### config.mk
export PLATFORM = sky130hd
export DESIGN_NAME = hb_deadtime_gen
export DESIGN_NICKNAME = d
export VERILOG_FILES = /design/src/rtl/hb_dt_pkg.sv /design/src/rtl/hb_mode_decode.sv /design/src/rtl/hb_uvlo.sv /design/src/rtl/hb_gap_seq.sv /design/src/rtl/hb_deadtime_gen.sv
export SDC_FILE = /design/constraint.sdc
export NUM_CORES = 1
export LEC_CHECK = 0
export BUFFER_PORTS_ARGS = -buffer_cell sky130_fd_sc_hd__buf_4
export CELL_PAD_IN_SITES_DETAIL_PLACEMENT = 1
export CELL_PAD_IN_SITES_GLOBAL_PLACEMENT = 1
export CORE_MARGIN = 2
export CORE_UTILIZATION = 39
export CTS_BUF_LIST = sky130_fd_sc_hd__clkbuf_8
export DETAILED_ROUTE_END_ITERATION = 7
export GPL_ROUTABILITY_DRIVEN = 0
export PLACE_DENSITY_LB_ADDON = 0.1
export SETUP_SLACK_MARGIN = 0.4
export SLEW_MARGIN = 20
export SYNTH_ARGS = -nofsm -noshare
export SYNTH_HDL_FRONTEND = slang
export SYNTH_SLANG_ARGS = --single-unit
### constraint.sdc
create_clock -name clk -period 2.6 [get_ports clk]
set_input_delay 0.39 -clock clk [delete_from_list [all_inputs] [get_ports clk]]
set_output_delay 0.39 -clock clk [all_outputs]
set_load 0.01 [all_outputs]
### src/rtl/hb_dt_pkg.sv
package hb_dt_pkg;

    // Phase of the bridge sequencer
    typedef enum logic [1:0] {
        PH_IDLE = 2'd0,  // inhibited, both off
        PH_GAP  = 2'd1,  // both off, counting toward target side
        PH_HIGH = 2'd2,  // high side conducting
        PH_LOW  = 2'd3   // low side conducting
    } bridge_phase_e;

    localparam int unsigned NUM_BANDS = 4;

endpackage

### src/rtl/hb_mode_decode.sv
module hb_mode_decode #(
    parameter int unsigned CODE_W  = 8,
    parameter int unsigned CNT_W   = 4,
    parameter int unsigned EDGE_0  = 227,
    parameter int unsigned EDGE_1  = 145,
    parameter int unsigned EDGE_2  = 92,
    parameter int unsigned EDGE_3  = 59,
    parameter int unsigned LEN_0   = 3,
    parameter int unsigned LEN_1   = 5,
    parameter int unsigned LEN_2   = 7,
    parameter int unsigned LEN_3   = 9
) (
    input  logic [CODE_W-1:0] code_i,
    output logic              halt_o,
    output logic [CNT_W-1:0]  gap_len_o
);
    import hb_dt_pkg::*;

    localparam int unsigned EDGES [NUM_BANDS] = '{EDGE_0, EDGE_1, EDGE_2, EDGE_3};
    localparam int unsigned LENS  [NUM_BANDS] = '{LEN_0, LEN_1, LEN_2, LEN_3};

    logic [NUM_BANDS-1:0] above;

    genvar g;
    generate
        for (g = 0; g < NUM_BANDS; g++) begin : g_cmp
            assign above[g] = (code_i >= CODE_W'(EDGES[g]));
        end
    endgenerate

    always_comb begin
        gap_len_o = CNT_W'(LENS[NUM_BANDS-1]);
        // walk from the longest band to the shortest; highest matching band wins
        for (int i = NUM_BANDS - 1; i >= 0; i--) begin
            if (above[i]) begin
                gap_len_o = CNT_W'(LENS[i]);
            end
        end
        halt_o = ~above[NUM_BANDS-1];
    end

endmodule

### src/rtl/hb_uvlo.sv
module hb_uvlo #(
    parameter int unsigned LVL_W    = 8,
    parameter int unsigned TRIP_LVL = 82,
    parameter int unsigned FREE_LVL = 90
) (
    input  logic             clk,
    input  logic             rst_n,
    input  logic [LVL_W-1:0] level_i,
    output logic             lock_o
);
    logic lock_d, lock_q;

    always_comb begin
        lock_d = lock_q;
        if (lock_q) begin
            if (level_i > LVL_W'(FREE_LVL)) lock_d = 1'b0;
        end else begin
            if (level_i < LVL_W'(TRIP_LVL)) lock_d = 1'b1;
        end
    end

    always_ff @(posedge clk or negedge rst_n) begin
        if (!rst_n) lock_q <= 1'b1;
        else        lock_q <= lock_d;
    end

    assign lock_o = lock_q;

    AST_UV_STAYS_FREE: assert property (@(posedge clk) disable iff (!rst_n)
        (!lock_q && level_i >= LVL_W'(TRIP_LVL)) |=> !lock_q);
    AST_UV_STAYS_LOCKED: assert property (@(posedge clk) disable iff (!rst_n)
        (lock_q && level_i <= LVL_W'(FREE_LVL)) |=> lock_q);

endmodule

### src/rtl/hb_gap_seq.sv
module hb_gap_seq #(
    parameter int unsigned CNT_W = 4
) (
    input  logic             clk,
    input  logic             rst_n,
    input  logic             pwm_i,
    input  logic             inhibit_i,
    input  logic [CNT_W-1:0] gap_len_i,
    output logic             hi_o,
    output logic             lo_o
);
    import hb_dt_pkg::*;

    typedef struct packed {
        bridge_phase_e    phase;
        logic             goal;
        logic [CNT_W-1:0] cnt;
    } seq_t;

    seq_t s_d, s_q;

    always_comb begin
        s_d = s_q;
        if (inhibit_i) begin
            s_d.phase = PH_IDLE;
            s_d.cnt   = '0;
        end else begin
            unique case (s_q.phase)
                PH_IDLE: begin
                    s_d.phase = PH_GAP;
                    s_d.goal  = pwm_i;
                    s_d.cnt   = CNT_W'(1);
                end
                PH_GAP: begin
                    if (pwm_i != s_q.goal) begin
                        s_d.goal = pwm_i;           // cancel, restart count
                        s_d.cnt  = CNT_W'(1);
                    end else if (s_q.cnt >= gap_len_i) begin
                        s_d.phase = pwm_i ? PH_HIGH : PH_LOW;
                        s_d.cnt   = '0;
                    end else begin
                        s_d.cnt = s_q.cnt + CNT_W'(1);
                    end
                end
                PH_HIGH: begin
                    if (!pwm_i) begin
                        s_d.phase = PH_GAP;
                        s_d.goal  = 1'b0;
                        s_d.cnt   = CNT_W'(1);
                    end
                end
                PH_LOW: begin
                    if (pwm_i) begin
                        s_d.phase = PH_GAP;
                        s_d.goal  = 1'b1;
                        s_d.cnt   = CNT_W'(1);
                    end
                end
                default: s_d.phase = PH_IDLE;
            endcase
        end
    end

    always_ff @(posedge clk or negedge rst_n) begin
        if (!rst_n) begin
            s_q.phase <= PH_IDLE;
            s_q.goal  <= 1'b0;
            s_q.cnt   <= '0;
        end else begin
            s_q <= s_d;
        end
    end

    assign hi_o = (s_q.phase == PH_HIGH);
    assign lo_o = (s_q.phase == PH_LOW);

    AST_NO_SHOOT_THROUGH: assert property (@(posedge clk) disable iff (!rst_n)
        !(hi_o && lo_o));
    AST_HI_DROPS: assert property (@(posedge clk) disable iff (!rst_n)
        (hi_o && !pwm_i) |=> !hi_o);
    AST_LO_DROPS: assert property (@(posedge clk) disable iff (!rst_n)
        (lo_o && pwm_i) |=> !lo_o);
    AST_INHIBIT_OFF: assert property (@(posedge clk) disable iff (!rst_n)
        inhibit_i |=> (!hi_o && !lo_o));
    AST_CANCEL_HOLDS_OFF: assert property (@(posedge clk) disable iff (!rst_n)
        (s_q.phase == PH_GAP && pwm_i != s_q.goal) |=> (!hi_o && !lo_o));
    AST_LEAVE_IDLE_OFF: assert property (@(posedge clk) disable iff (!rst_n)
        (s_q.phase == PH_IDLE) |=> (!hi_o && !lo_o));

endmodule

### src/rtl/hb_deadtime_gen.sv
module hb_deadtime_gen #(
    parameter int unsigned CODE_W   = 8,
    parameter int unsigned EDGE_0   = 227,
    parameter int unsigned EDGE_1   = 145,
    parameter int unsigned EDGE_2   = 92,
    parameter int unsigned EDGE_3   = 59,
    parameter int unsigned LEN_0    = 3,
    parameter int unsigned LEN_1    = 5,
    parameter int unsigned LEN_2    = 7,
    parameter int unsigned LEN_3    = 9,
    parameter int unsigned LVL_W    = 8,
    parameter int unsigned TRIP_LVL = 82,
    parameter int unsigned FREE_LVL = 90
) (
    input  logic              clk,
    input  logic              rst_n,
    input  logic              pwm_i,
    input  logic [CODE_W-1:0] mode_code_i,
    input  logic [LVL_W-1:0]  supply_code_i,
    output logic              gate_hi_o,
    output logic              gate_lo_o
);
    localparam int unsigned MAX_LEN = (LEN_3 > LEN_2 ? (LEN_3 > LEN_1 ? (LEN_3 > LEN_0 ? LEN_3 : LEN_0)
                                      : (LEN_1 > LEN_0 ? LEN_1 : LEN_0))
                                      : (LEN_2 > LEN_1 ? (LEN_2 > LEN_0 ? LEN_2 : LEN_0)
                                      : (LEN_1 > LEN_0 ? LEN_1 : LEN_0)));
    localparam int unsigned CNT_W   = $clog2(MAX_LEN + 2);

    logic             halt;
    logic             lock;
    logic [CNT_W-1:0] gap_len;

    hb_mode_decode #(
        .CODE_W(CODE_W), .CNT_W(CNT_W),
        .EDGE_0(EDGE_0), .EDGE_1(EDGE_1), .EDGE_2(EDGE_2), .EDGE_3(EDGE_3),
        .LEN_0(LEN_0), .LEN_1(LEN_1), .LEN_2(LEN_2), .LEN_3(LEN_3)
    ) u_decode (
        .code_i    (mode_code_i),
        .halt_o    (halt),
        .gap_len_o (gap_len)
    );

    hb_uvlo #(
        .LVL_W(LVL_W), .TRIP_LVL(TRIP_LVL), .FREE_LVL(FREE_LVL)
    ) u_uvlo (
        .clk     (clk),
        .rst_n   (rst_n),
        .level_i (supply_code_i),
        .lock_o  (lock)
    );

    hb_gap_seq #(
        .CNT_W(CNT_W)
    ) u_seq (
        .clk       (clk),
        .rst_n     (rst_n),
        .pwm_i     (pwm_i),
        .inhibit_i (halt | lock),
        .gap_len_i (gap_len),
        .hi_o      (gate_hi_o),
        .lo_o      (gate_lo_o)
    );

    AST_LOCK_BLOCKS_GATES: assert property (@(posedge clk) disable iff (!rst_n)
        lock |-> (!gate_hi_o && !gate_lo_o) || $fell(lock) || $rose(lock));

endmodule

==> metrics.yaml <==
critical_path:
  path_class: "in2reg"
  startpoint: "mode_code_i[2]"
  crit_required_ns: 2.70
  arrival_ns: 2.35
  worst-path-max-fanout: 7
  reg2reg_from: "u_seq.s_q[1]$_DFFE_PN0P_"
  crit_path_end_kind: "flip-flop"
  cp-start-kind: "primary input"
worst_hold_path:
  min-delay-start: "supply_code_i[7]"
  hp-class: "in2reg"
floorplan:
  initial_core_util: 0.412
  die_h_um: 43.7
  die-area_um2: 1910
  ios: 21
  dieWidth_um: 43.7
  rows: 14
  core_um2: 1490
synth:
  synth_fp_nets: 92
  synth_seq_cells: 8
  ys.flop_type: "dfrtp_1"
  synth_enable_flop_cells: 0
  synth_cell_type_count: 29
  syn_area_um2: 613
  synth_area_per_cell_um2: 8.89
  yosys_warnings: 0
  seq_area_frac_synth: 0.329
  postSynth.asyncResetShare: 1.00
  syn_inst: 69
clock_tree:
  clock_latency_ns: 0.23
  clkSinkCount: 8
  cts.clk_slew.worst_paths_ns: 0.04
  h-tree-depth: 1
  clockBufferDepth: 2
  cts_tree: "done"
  ctsRootBufferMaster: "clkbuf_8"
  cts_made_buffers: 3
sta:
  min_period_over_period: 0.866
  setup-violations-final: 0
  slew_headroom: 0.794
  holdWs_ns: 0.270
  worst_pin_slew_ns: 0.308
  hold_violations: 0
  slew_violations: 0
  skew_ns: 0.000491
  setup-tns-final_ns: 0
  period_needed_ns: 2.25
  max_clock_freq_mhz: 444
  setup_slack_ns: 0.347
  rsz0062_at_grt: "yes"
finish:
  fin_nets: 119
  insertedDiodeCount: 0
  area_growth_pct: 45.9
  most-common-layout-cells: "buf_4, a21oi_1, dfrtp_1, inv_1, nor2_1"
  layout_commonest_cell: "buf_4"
  drive_gt1_frac: 0.358
  final.fill_count: 165
placement:
  place_hpwl_um: 1360
  port_buffers: 20
  pre_cts_ws_ns: 0.0419
global_routing:
  track_usage: 0.227
  grt_max_degree: 9
  gr-total-overflow: 0
  antenna_found_initial: 0
  grt_pass1_wl_um: 3190
  grt_pass1_vias: 720
routing:
  avgViaCountPerCell: 5.88
  vias: 653
  drc: 0
  dr.first_iter.drc_count: 5
  final_antenna_net_count: 0
  dr.pass1.iters: 4
  wl_um: 1840
  wire_per_inst_um: 16.6
run_status:
  status: "complete, no violations"
power:
  leakage_nw: 0.410
  vdd_drop_max_v: 0.000612
  pwr_density_cell_nw_per_um2: 463
run:
  cap_violations: 0
## report_power, final
part | internal, mW | switching [mW]
Sequential | 0.135 | 0.0128
Clock | 0.102 | 0.0520
Combinational | 0.0576 | 0.0543
## worst max-delay path, cell delays in order
cell,delay (ns)
buf_8,0.09
o41a_1,0.42
o31ai_2,0.20
a21oi_1,0.10
ha_1,0.27
a211o_1,0.29
a21oi_4,0.23
buf_4,0.16
nand3b_1,0.13
a21oi_1,0.08
## sequential cells by signal, summed over array words and instances (netlist names)
name / flops
u_seq.s_q: 7
u_uvlo.lock_o: 1
## layout make-up
class / instances / area, µm² / share of cell area
timing repair buffer: 24 / 198 / 0.221
sequential: 8 / 201 / 0.225
multi-input combinational: 55 / 415 / 0.464
tap: 16 / 20.0 / 0.0224
clock inverter: 1 / 3.75 / 0.00420
clock buffer: 3 / 41.3 / 0.0462
inverter: 4 / 15.0 / 0.0168
## kinds of logic (layout without fill, tap and decap cells)
logic type | after synthesis | count (layout) | share of synthesized area
AOI/OAI and AO/OA | 29 | 29 | 0.345
and+or+nand+nor | 20 | 20 | 0.176
DFF | 8 | 8 | 0.329
buffers and inverters | 6 | 32 | 0.0408
adders and majority gates | 4 | 4 | 0.0816
xor gates and xnor gates | 2 | 2 | 0.0286
## worst paths after layout
path	endpoint	slack, ns	cells past startpoint
setup reg to reg	u_seq.s_q[6]$_DFFE_PN0P_	0.88	6
min in group asynchronous	u_seq.s_q[1]$_DFFE_PN0P_	0.53	2
setup / recovery	u_seq.s_q[6]$_DFFE_PN0P_	0.35	10
hold / removal	u_uvlo.lock_o$_DFF_PN1_	0.27	2
max in group asynchronous	u_uvlo.lock_o$_DFF_PN1_	1.85	2
hold reg to reg	u_seq.s_q[2]$_DFFE_PN0P_	0.53	1
## metal layers
layer  global-route usage  up-vias  wire (µm)
met5                    0        -          0
li1                     -      322          -
met2                0.397       15        964
met3              0.00417        4         70
met1                0.272      312        754
met4                0.145        0         49
## metrics by stage
step | area, µm² | utilization | power, mW | cells
final | 895 | 0.601 | 0.414 | 111
after global routing | 895 | 0.601 | 0.438 | 111
after CTS | 866 | 0.582 | 0.413 | 110
after detailed placement | 781 | 0.524 | 0.248 | 104
after global placement | 781 | 0.524 | 0.242 | 104
after floorplan | 613 | - | 0.205 | 69
## Yosys cell counts, drive strengths merged (3+ instances only)
| cell type | count | area [µm²] |
|---|---|---|
| o21ai | 3 | 15.0 |
| nor2 | 5 | 18.8 |
| inv | 4 | 15.0 |
| a21oi | 8 | 51.3 |
| dfrtp | 7 | 175 |
| nand3 | 4 | 20.0 |
| nand2 | 3 | 11.3 |
| ha | 4 | 50.1 |
| nand3b | 4 | 30.0 |
| a31oi | 3 | 18.8 |
## timing repair
action,in CTS,in global routing
hold buffers,1,0
endpoints found under the hold margin,7,0
pin swaps,3,6
buffers inserted,1,1
setup endpoints to repair,6,6
gates resized for setup,6,3
Power figures use the tool's default switching activity.
